### src/rtl/mbj_pkg.sv
package mbj_pkg;

    localparam int unsigned WW = 32;

    localparam logic [WW-1:0] W_DUMMY  = 32'hFFFF_FFFF;
    localparam logic [WW-1:0] W_SYNC   = 32'hAA99_5566;
    localparam logic [WW-1:0] W_NOOP   = 32'h2000_0000;
    localparam logic [WW-1:0] C_REPROG = 32'h0000_000F;
    localparam logic [WW-1:0] C_DESYNC = 32'h0000_000D;
    localparam logic [WW-1:0] A_GOLD   = 32'h0000_0000;
    localparam logic [WW-1:0] A_PROD   = 32'h0001_0000;

    localparam logic [1:0] OP_RD = 2'b01;
    localparam logic [1:0] OP_WR = 2'b10;

    localparam logic [4:0] RG_CMD  = 5'h04;
    localparam logic [4:0] RG_WARM = 5'h10;
    localparam logic [4:0] RG_TMR  = 5'h11;
    localparam logic [4:0] RG_BOOT = 5'h16;

    typedef enum logic [4:0] {
        S_IDLE, S_PRE0, S_PRE1, S_PRE2,
        S_RDHDR, S_RDWAIT, S_RDCAP, S_DECIDE,
        S_TMRHDR, S_TMRDAT, S_WBHDR, S_WBDAT,
        S_CMDHDR, S_CMDDAT, S_TNOOP, S_DSHDR, S_DSDAT
    } seq_st_t;

    typedef struct packed {
        logic valid;
        logic fallback;
        logic reprog;
        logic failed;
    } boot_rec_t;

    typedef struct packed {
        logic          cs;
        logic          wr;
        logic [WW-1:0] din;
    } port_word_t;

    function automatic logic [WW-1:0] t1_hdr(input logic [1:0] op, input logic [4:0] ra);
        return {3'b001, op, 9'd0, ra, 2'b00, 11'd1};
    endfunction

    function automatic logic [WW-1:0] tmr_word(input logic mon, input logic [29:0] val);
        return {1'b0, mon, val};
    endfunction

endpackage

### src/rtl/mbj_rec_decode.sv
module mbj_rec_decode
    import mbj_pkg::*;
(
    input  logic [15:0] raw,
    output boot_rec_t   rec
);
    always_comb begin
        rec.valid    = raw[0];
        rec.fallback = raw[1];
        rec.reprog   = raw[2];
        rec.failed   = raw[1] | raw[3] | raw[4] | raw[5];
    end
endmodule

### src/rtl/mbj_step_timer.sv
module mbj_step_timer #(
    parameter int unsigned RD_WAIT = 2,
    parameter int unsigned RD_TMO  = 1024
) (
    input  logic clk,
    input  logic rst,
    input  logic clr,
    output logic wait_last,
    output logic tmo_last
);
    localparam int unsigned MAXC = (RD_WAIT > RD_TMO) ? RD_WAIT : RD_TMO;
    localparam int unsigned CW   = $clog2(MAXC + 1);

    logic [CW-1:0] cnt;

    always_ff @(posedge clk) begin
        if (rst || clr) begin
            cnt <= '0;
        end else if (cnt != CW'(MAXC)) begin
            cnt <= cnt + 1'b1;
        end
    end

    assign wait_last = (cnt == CW'(RD_WAIT - 1));
    assign tmo_last  = (cnt == CW'(RD_TMO - 1));
endmodule

### src/rtl/mbj_word_gen.sv
module mbj_word_gen
    import mbj_pkg::*;
#(
    parameter logic [29:0] TMR_SHORT  = 30'h10,
    parameter logic [29:0] TMR_NORMAL = 30'h0
) (
    input  seq_st_t    st,
    input  logic       frc,
    input  logic       wdt,
    output port_word_t pw
);
    always_comb begin
        pw = '{cs: 1'b1, wr: 1'b1, din: W_NOOP};
        unique case (st)
            S_IDLE, S_DECIDE: pw = '{cs: 1'b0, wr: 1'b0, din: '0};
            S_PRE0:   pw.din = W_DUMMY;
            S_PRE1:   pw.din = W_SYNC;
            S_PRE2, S_RDWAIT, S_TNOOP: pw.din = W_NOOP;
            S_RDHDR:  pw.din = t1_hdr(OP_RD, RG_BOOT);
            S_RDCAP:  pw = '{cs: 1'b1, wr: 1'b0, din: '0};
            S_TMRHDR: pw.din = t1_hdr(OP_WR, RG_TMR);
            S_TMRDAT: pw.din = frc ? tmr_word(1'b1, TMR_SHORT) : tmr_word(1'b0, TMR_NORMAL);
            S_WBHDR:  pw.din = t1_hdr(OP_WR, RG_WARM);
            S_WBDAT:  pw.din = (frc && !wdt) ? A_GOLD : A_PROD;
            S_CMDHDR, S_DSHDR: pw.din = t1_hdr(OP_WR, RG_CMD);
            S_CMDDAT: pw.din = C_REPROG;
            S_DSDAT:  pw.din = C_DESYNC;
            default:  pw = '{cs: 1'b0, wr: 1'b0, din: '0};
        endcase
    end
endmodule

### src/rtl/mbj_jump_ctrl.sv
module mbj_jump_ctrl
    import mbj_pkg::*;
#(
    parameter int unsigned RD_WAIT    = 2,
    parameter int unsigned RD_TMO     = 1024,
    parameter logic [29:0] TMR_SHORT  = 30'h10,
    parameter logic [29:0] TMR_NORMAL = 30'h0
) (
    input  logic        clk,
    input  logic        rst,
    input  logic        start,
    input  logic        force_req,
    input  logic        force_wdt,
    input  logic        is_golden,
    output logic        busy,
    output logic        done,
    output logic        err,
    output logic        cfg_cs,
    output logic        cfg_wr,
    output logic [31:0] cfg_din,
    input  logic [31:0] cfg_dout,
    input  logic        cfg_rvalid
);
    localparam int unsigned NREC = 2;

    seq_st_t    st_q, st_d;
    logic       frc_q, wdt_q, img_q, go_q;
    logic [WW-1:0] stat_q;
    boot_rec_t  recs [NREC];
    logic       wait_last, tmo_last;
    logic       any_reprog, any_fail;
    port_word_t pw;

    for (genvar g = 0; g < NREC; g++) begin : g_rec
        mbj_rec_decode u_dec (
            .raw (stat_q[16*g +: 16]),
            .rec (recs[g])
        );
    end

    always_comb begin
        any_reprog = 1'b0;
        any_fail   = 1'b0;
        for (int i = 0; i < NREC; i++) begin
            any_reprog = any_reprog | recs[i].reprog;
            any_fail   = any_fail | recs[i].failed;
        end
    end

    mbj_step_timer #(.RD_WAIT(RD_WAIT), .RD_TMO(RD_TMO)) u_tmr (
        .clk       (clk),
        .rst       (rst),
        .clr       (st_d != st_q),
        .wait_last (wait_last),
        .tmo_last  (tmo_last)
    );

    mbj_word_gen #(.TMR_SHORT(TMR_SHORT), .TMR_NORMAL(TMR_NORMAL)) u_wg (
        .st  (st_q),
        .frc (frc_q),
        .wdt (wdt_q),
        .pw  (pw)
    );

    always_comb begin
        st_d = st_q;
        unique case (st_q)
            S_IDLE:   if (force_req || start) st_d = S_PRE0;
            S_PRE0:   st_d = S_PRE1;
            S_PRE1:   st_d = S_PRE2;
            S_PRE2:   st_d = !frc_q ? S_RDHDR : (wdt_q ? S_TMRHDR : S_WBHDR);
            S_RDHDR:  st_d = S_RDWAIT;
            S_RDWAIT: if (wait_last) st_d = S_RDCAP;
            S_RDCAP: begin
                if (cfg_rvalid)    st_d = S_DECIDE;
                else if (tmo_last) st_d = S_TNOOP;
            end
            S_DECIDE: st_d = img_q ? S_TMRHDR : S_TNOOP;
            S_TMRHDR: st_d = S_TMRDAT;
            S_TMRDAT: st_d = (frc_q || go_q) ? S_WBHDR : S_TNOOP;
            S_WBHDR:  st_d = S_WBDAT;
            S_WBDAT:  st_d = S_CMDHDR;
            S_CMDHDR: st_d = S_CMDDAT;
            S_CMDDAT: st_d = S_TNOOP;
            S_TNOOP:  st_d = S_DSHDR;
            S_DSHDR:  st_d = S_DSDAT;
            S_DSDAT:  st_d = S_IDLE;
            default:  st_d = S_IDLE;
        endcase
    end

    always_ff @(posedge clk) begin
        if (rst) begin
            st_q   <= S_IDLE;
            frc_q  <= 1'b0;
            wdt_q  <= 1'b0;
            img_q  <= 1'b0;
            go_q   <= 1'b0;
            stat_q <= '0;
            err    <= 1'b0;
            done   <= 1'b0;
        end else begin
            st_q <= st_d;
            done <= (st_q == S_DSDAT);
            if (st_q == S_IDLE && (force_req || start)) begin
                frc_q <= force_req;
                wdt_q <= force_req & force_wdt;
                img_q <= is_golden;
                go_q  <= 1'b0;
                err   <= 1'b0;
            end
            if (st_q == S_RDCAP) begin
                if (cfg_rvalid)    stat_q <= cfg_dout;
                else if (tmo_last) err    <= 1'b1;
            end
            if (st_q == S_DECIDE) begin
                go_q <= img_q & ~any_reprog & ~any_fail;
            end
        end
    end

    assign busy    = (st_q != S_IDLE);
    assign cfg_cs  = pw.cs;
    assign cfg_wr  = pw.wr;
    assign cfg_din = pw.din;
endmodule

### config.mk
export PLATFORM = sky130hd
export DESIGN_NAME = mbj_jump_ctrl
export DESIGN_NICKNAME = d
export VERILOG_FILES = /design/src/rtl/mbj_pkg.sv /design/src/rtl/mbj_rec_decode.sv /design/src/rtl/mbj_step_timer.sv /design/src/rtl/mbj_word_gen.sv /design/src/rtl/mbj_jump_ctrl.sv
export SDC_FILE = /design/constraint.sdc
export NUM_CORES = 1
export LEC_CHECK = 0
export BUFFER_PORTS_ARGS = -buffer_cell sky130_fd_sc_hd__buf_4
export CORE_ASPECT_RATIO = 0.8
export CORE_MARGIN = 4
export CORE_UTILIZATION = 30
export CTS_BUF_LIST = sky130_fd_sc_hd__clkbuf_4 sky130_fd_sc_hd__clkbuf_8 sky130_fd_sc_hd__clkbuf_16
export CTS_CLUSTER_SIZE = 30
export DETAILED_ROUTE_END_ITERATION = 10
export MAX_ROUTING_LAYER = met4
export PLACE_DENSITY = 0.55
export SLEW_MARGIN = 0
export SYNTH_ARGS = -nofsm -noshare
export SYNTH_HDL_FRONTEND = slang
export SYNTH_HIERARCHICAL = 1
export SYNTH_SLANG_ARGS = --single-unit
### constraint.sdc
create_clock -name clk -period 5 [get_ports clk]
set_clock_uncertainty 0.1 [all_clocks]
set_input_delay 0.25 -clock clk [delete_from_list [all_inputs] [get_ports clk]]
set_output_delay 0.25 -clock clk [all_outputs]
set_load 0.05 [all_outputs]
==> results of run 1 <==
worst max-delay path by stage:
stage | endpoint | cells after the start
finish | u_tmr/cnt[8] | 7
global route | u_tmr/cnt[8] | 7
CTS | u_tmr/cnt[8] | 7
detailed placement | u_tmr/cnt[8] | 7
global placement | u_tmr/cnt[8] | 7
floorplan | cfg_din[10] | 4
layout by cell type (no fill, tap or decap), drive strengths merged, types with 4 or more instances in the layout:
| master | instances |
|---|---|
| clkbuf | 7 |
| a21oi | 25 |
| o21ai | 13 |
| nor2 | 19 |
| and3 | 4 |
| or3 | 7 |
| nor4 | 11 |
| nand3 | 6 |
| nand4 | 6 |
| nor2b | 6 |
| dfxtp | 32 |
| a31oi | 4 |
| nor3 | 9 |
| or4 | 5 |
| nand2b | 4 |
| buf | 57 |
| xnor2 | 4 |
| inv | 11 |
| nand2 | 28 |
per-stage QoR:
step,setup slack [ns],total power [W]
final,2.12,0.00116
after global routing,1.89,0.00122
after CTS,2.15,0.00117
after detailed placement,2.17,0.000954
after global placement,2.18,0.000952
after floorplan,1.28,0.000845
tightest hold or removal path, cell delays in order:
cell,delay [ns]
buf_4,0.08
mux2i_1,0.05
nor2_1,0.07
power breakdown:
part           internal (W)  switching, W  total, W
registers          0.000265     0.0000169  0.000282
logic              0.000195      0.000468  0.000663
clock network      0.000122     0.0000930  0.000215
total              0.000582      0.000578   0.00116
routing by layer:
metal	vias to the layer above	wire length (µm)	global-route usage (%)
li1	1041	-	-
met1	922	2570	15.4
met2	46	2260	17.5
met3	6	288	3.27
met4	0	39	3.62
met5	-	0	-
state kept, by name, indices dropped and copies added (netlist names):
| register | count |
|---|---|
| done | 1 |
| err | 1 |
| frc_q | 1 |
| go_q | 1 |
| img_q | 1 |
| st_q | 5 |
| stat_q | 10 |
| u_tmr/cnt | 11 |
| wdt_q | 1 |
final cells by class:
type | instances | area [µm²] | area share, %
Timing Repair Buffer | 57 | 428 | 16.8
Inverter | 11 | 41.3 | 1.62
Multi-Input combinational cell | 200 | 1240 | 48.5
Tap cell | 87 | 109 | 4.27
Clock buffer | 7 | 96.3 | 3.78
Sequential cell | 32 | 641 | 25.1
==> results.sh, run 1 <==
export IMPL_slew_limit_headroom_pct=31.1
export IMPL_first_pass_iters=4
export IMPL_max_freq_mhz=347
export IMPL_cts_resized=0
export IMPL_cts_sinks=32
export IMPL_place_gp_congestion=0.818
export IMPL_die_w_um=104
export IMPL_r2r_end="u_tmr/cnt[8]"
export IMPL_grt_max_degree=37
export IMPL_synth_avg_cell_area_um2=7.68
export IMPL_drive_above_1_share_pct=25.7
export IMPL_numCtsBuffers=5
export IMPL_post_drt_wl_per_cell_um=13.1
export IMPL_via_count=2015
export IMPL_stdcell_area_um2=2550
export IMPL_insertion_delay_ns=0.28
export IMPL_finalWirelength_um=5160
export IMPL_track_usage_pct=11.7
export IMPL_maxCapViolations=0
export IMPL_max_slew_worst_pin_slew_ns=1.02
export IMPL_final_cells=394
export IMPL_final_core_util_pct=36.3
export IMPL_worst_setup_path_start_kind="flip-flop"
export IMPL_crit_path_top_delay_cell="dfxtp_1"
export IMPL_cp_num_buf_inv=0
export IMPL_antenna_left=0
export IMPL_path_cells="nor2_1, o211ai_1, nor3b_1, o221ai_1, or2_2, a31o_2, a21oi_1"
export IMPL_holdBufCountCts=0
export IMPL_critPathMaxStageDelay_ns=0.99
export IMPL_hp_class="input pin to flip-flop"
export IMPL_path_clk_slew_ns=0.06
export IMPL_ff2ff_path_depth=7
export IMPL_die_area_um2=8850
export IMPL_worstHoldEndpoint="img_q"
export IMPL_leakage_nw=1.01
export IMPL_crit_required_ns=5.11
export IMPL_rsz0062_at_grt="false"
export IMPL_initial_core_util_pct=31.6
export IMPL_worst_r2r_setup_slack_ns=2.12
export IMPL_drtIter0Drc=125
export IMPL_post_cts_buffers=0
export IMPL_finalSetupTns_ns=0
export IMPL_die_y_um=85.0
export IMPL_grt_ovfl_total=0
export IMPL_fin_nets=349
export IMPL_area_growth_syn_to_layout_pct=14.9
export IMPL_cp_max_fo=31
export IMPL_status="finished, final reports clean"
export IMPL_fin_crit_ns=2.88
export IMPL_p_per_area_nw_per_um2=455
export IMPL_drcViolationCount=0
export IMPL_peakVddDrop_v=0.000224
export IMPL_maxSlewViolCount=0
export IMPL_hpwl_um=3620
export IMPL_port_buffers=53
export IMPL_endpoint_kind="flip-flop"
export IMPL_drt_vias_per_instance=5.11
export IMPL_r2r_start="st_q[2]"
export IMPL_critPathArrivalTime_ns=3.00
export IMPL_netlist_area_um2=2220
export IMPL_startpoint="st_q[2]"
export IMPL_antenna_found_initial=0
export IMPL_grt_pass1_vias=1786
export IMPL_min_delay_start="is_golden"
export IMPL_post_route_period_util_pct=57.7
export IMPL_synth_nets=331
export IMPL_cts_root_buf="clkbuf_8"
export IMPL_whs_ns=0.0966
export IMPL_path_class="flip-flop to flip-flop"
export IMPL_dp_cells=387
export IMPL_h_tree_depth=2
export IMPL_dpl_cell_area_um2=2450
export IMPL_synth_warning_count=6
export IMPL_nFillCells=740
export IMPL_ios=76
export IMPL_finalSetupViolCount=0
export IMPL_netlist_instances=289
export IMPL_min_path_cells=3
export IMPL_crit_family="flip-flops"
export IMPL_hold_viol=0
export IMPL_clockBufferDepth=2
export IMPL_grt_pass1_wl_um=8560
export IMPL_row_count=27
export IMPL_core_um2=7030
export IMPL_antennaDiodeCount=0
export IMPL_cts_tree="yes"
No activity file was read; power rests on OpenSTA's default activity.
==> run 2, diff against run 1 <==
==> constraint.sdc (replaced) <==
create_clock -name clk -period 2.7 [get_ports clk]
set_clock_uncertainty 0.1 [all_clocks]
set_input_delay 0.135 -clock clk [delete_from_list [all_inputs] [get_ports clk]]
set_output_delay 0.135 -clock clk [all_outputs]
set_load 0.05 [all_outputs]
==> run 2 against run 1 <==
Against the previous run:
- critical path depth fell by 2
- non-clock buffer count rose by 11
- sequential power rose by 88%
- cell area rose by 3.7%
- first-iteration DRC count rose by 21%
- global-route usage rose by 0.84 points
- critical path type is now flip-flop to output port
- largest power group unchanged
==> results.sh, run 2 (synthesis gave the netlist of run 1 again) <==
export IMPL_status="finished, final reports clean"
export IMPL_leakage_nw=1.06
export IMPL_cts_sinks=32
export IMPL_layout_commonest_cell="buf_4"
export IMPL_final_cell_mix="buf_4 (63), dfxtp_1 (32), nand2_1 (28), a21oi_1 (25), nor2_1 (19)"
export IMPL_path_clk_slew_ns=0.06
export IMPL_initial_core_util_pct=31.6
export IMPL_ff2ff_path_depth=10
export IMPL_drcViolationCount=0
export IMPL_maxCapViolations=0
export IMPL_worstHoldEndpoint="stat_q[5]"
export IMPL_fin_crit_ns=2.40
export IMPL_hp_class="input pin to flip-flop"
export IMPL_rsz0062_at_grt="false"
export IMPL_min_path_cells=3
export IMPL_cts_root_buf="clkbuf_8"
export IMPL_seq_area_um2=641
export IMPL_grt_ovfl_total=0
export IMPL_area_growth_syn_to_layout_pct=19.2
export IMPL_fin_nets=360
export IMPL_multi_input_area_um2=1250
export IMPL_die_w_um=104
export IMPL_p_per_area_nw_per_um2=809
export IMPL_max_slew_worst_pin_slew_ns=0.631
export IMPL_comb_power_share_pct=58.7
export IMPL_reg_largest_list="u_tmr/cnt (11), stat_q (10), st_q (5)"
export IMPL_cp_max_fo=22
export IMPL_hpwl_um=3920
export IMPL_place_gp_congestion=0.802
export IMPL_finalSetupTns_ns=0
export IMPL_first_pass_iters=4
export IMPL_die_y_um=85.0
export IMPL_min_delay_start="cfg_dout[5]"
export IMPL_worst_r2r_setup_slack_ns=0.31
export IMPL_antennaDiodeCount=0
export IMPL_grt_max_degree=23
export IMPL_finalSetupViolCount=0
export IMPL_largest_register_ffs=11
export IMPL_worst_setup_path_start_kind="flip-flop"
export IMPL_via_count=2096
export IMPL_critPathArrivalTime_ns=2.17
export IMPL_antenna_left=0
export IMPL_drive_above_1_share_pct=27.0
export IMPL_p_switching_w=0.00108
export IMPL_post_drt_wl_per_cell_um=13.4
export IMPL_h_tree_depth=2
export IMPL_r2r_start="u_tmr/cnt[0]"
export IMPL_nFillCells=759
export IMPL_post_cts_buffers=0
export IMPL_final_cells=405
export IMPL_p_sw_share_pct=50.5
export IMPL_slew_limit_headroom_pct=57.6
export IMPL_insertion_delay_ns=0.28
export IMPL_die_area_um2=8850
export IMPL_power_share_sequential_pct=24.7
export IMPL_path_cells="buf_4, nor2b_1, or3b_1, o311ai_1, buf_4"
export IMPL_ios=76
export IMPL_track_usage_pct=12.6
export IMPL_critPathMaxStageDelay_ns=0.60
export IMPL_r2r_end="u_tmr/cnt[8]"
export IMPL_cts_tree="yes"
export IMPL_path_class="flip-flop to output port"
export IMPL_crit_top_cell="buf_4"
export IMPL_port_buffers=53
export IMPL_core_um2=7030
export IMPL_max_freq_mhz=416
export IMPL_final_core_util_pct=37.7
export IMPL_grt_pass1_wl_um=9160
export IMPL_stdcell_area_um2=2650
export IMPL_post_route_period_util_pct=89.0
export IMPL_startpoint="st_q[1]"
export IMPL_dpl_cell_area_um2=2510
export IMPL_antenna_found_initial=0
export IMPL_hold_viol=0
export IMPL_peakVddDrop_v=0.000281
export IMPL_finalWirelength_um=5420
export IMPL_crit_path_top_delay_cell="dfxtp_1"
export IMPL_drtIter0Drc=151
export IMPL_regMostFlops="u_tmr/cnt"
export IMPL_clockBufferDepth=2
export IMPL_p_int_w=0.00106
export IMPL_endpoint_kind="output port"
export IMPL_maxSlewViolCount=0
export IMPL_dp_cells=393
export IMPL_numCtsBuffers=5
export IMPL_row_count=27
export IMPL_drt_vias_per_instance=5.18
export IMPL_pwr_share_clk_pct=16.6
export IMPL_grt_pass1_vias=1939
export IMPL_crit_required_ns=2.47
==> run 2: cell types whose count changed in the layout (fill, tap and decap cells not counted) <==
cell,before,now
clkbuf_8,7,5
buf_4,57,63
clkinv_2,0,1
nor4_1,10,9
clkbuf_4,0,1
nor4_4,0,1
dlygate4sd3_1,0,5
==> run 2: worst max path at each step <==
stage | to | cells past startpoint | slack (ns)
2_1_floorplan | cfg_din[10] | 4 | 0.03
3_3_place_gp | u_tmr/cnt[9] | 10 | 0.32
3_5_place_dp | u_tmr/cnt[9] | 10 | 0.31
4_1_cts | cfg_din[5] | 4 | 0.21
5_1_grt | u_tmr/cnt[8] | 10 | 0.03
6_report | cfg_din[2] | 5 | 0.30
==> run 2: area by class of cell <==
type,count,area share [%]
tap,87,4.11
timing repair buffer,68,19.8
clock inverter,1,0.189
sequential,32,24.2
multi-input combinational,200,47.3
clock buffer,6,2.88
inverter,11,1.56
==> run 2: critical path, delay by kind of cell (launching register included) <==
kind | cells | cell delay [ns]
simple gates | 2 | 0.63
flops | 1 | 0.60
buf+inv | 2 | 0.58
compound gates | 1 | 0.08
==> run 2: metal layers <==
metal / vias to the layer above / part of all wire [%] / global-route usage [%]
met2: 42 / 43 / 18.4
met1: 980 / 52 / 17.4
li1: 1069 / - / -
met5: - / 0 / -
met3: 5 / 4.0 / 3.19
met4: 0 / 0.55 / 2.90
==> run 2: power groups by stage <==
stage,Clock (W),Combinational [W],Sequential (W)
after floorplan,0,0.00104,0.000519
after global placement,0,0.00125,0.000539
after detailed placement,0,0.00125,0.000539
after CTS,0.000371,0.00126,0.000528
after global routing,0.000381,0.00133,0.000534
final,0.000354,0.00126,0.000529
==> run 2: timing repair <==
| item | in CTS | in global routing |
|---|---|---|
| hold buffers | 5 | 0 |
| endpoints found under the hold margin | 5 | 0 |
| resized for setup | 0 | 1 |
| endpoints found under the setup margin | 0 | 10 |
==> run 2: metrics by stage <==
step | worst slack (ns) | hold slack, ns | power (W)
after floorplan | 0.0327 | 0.111 | 0.00156
after global placement | 0.323 | 0.273 | 0.00179
after detailed placement | 0.310 | 0.284 | 0.00179
after CTS | 0.209 | 0.000610 | 0.00216
after global routing | 0.0337 | 0.00437 | 0.00224
final | 0.297 | 0.00803 | 0.00214
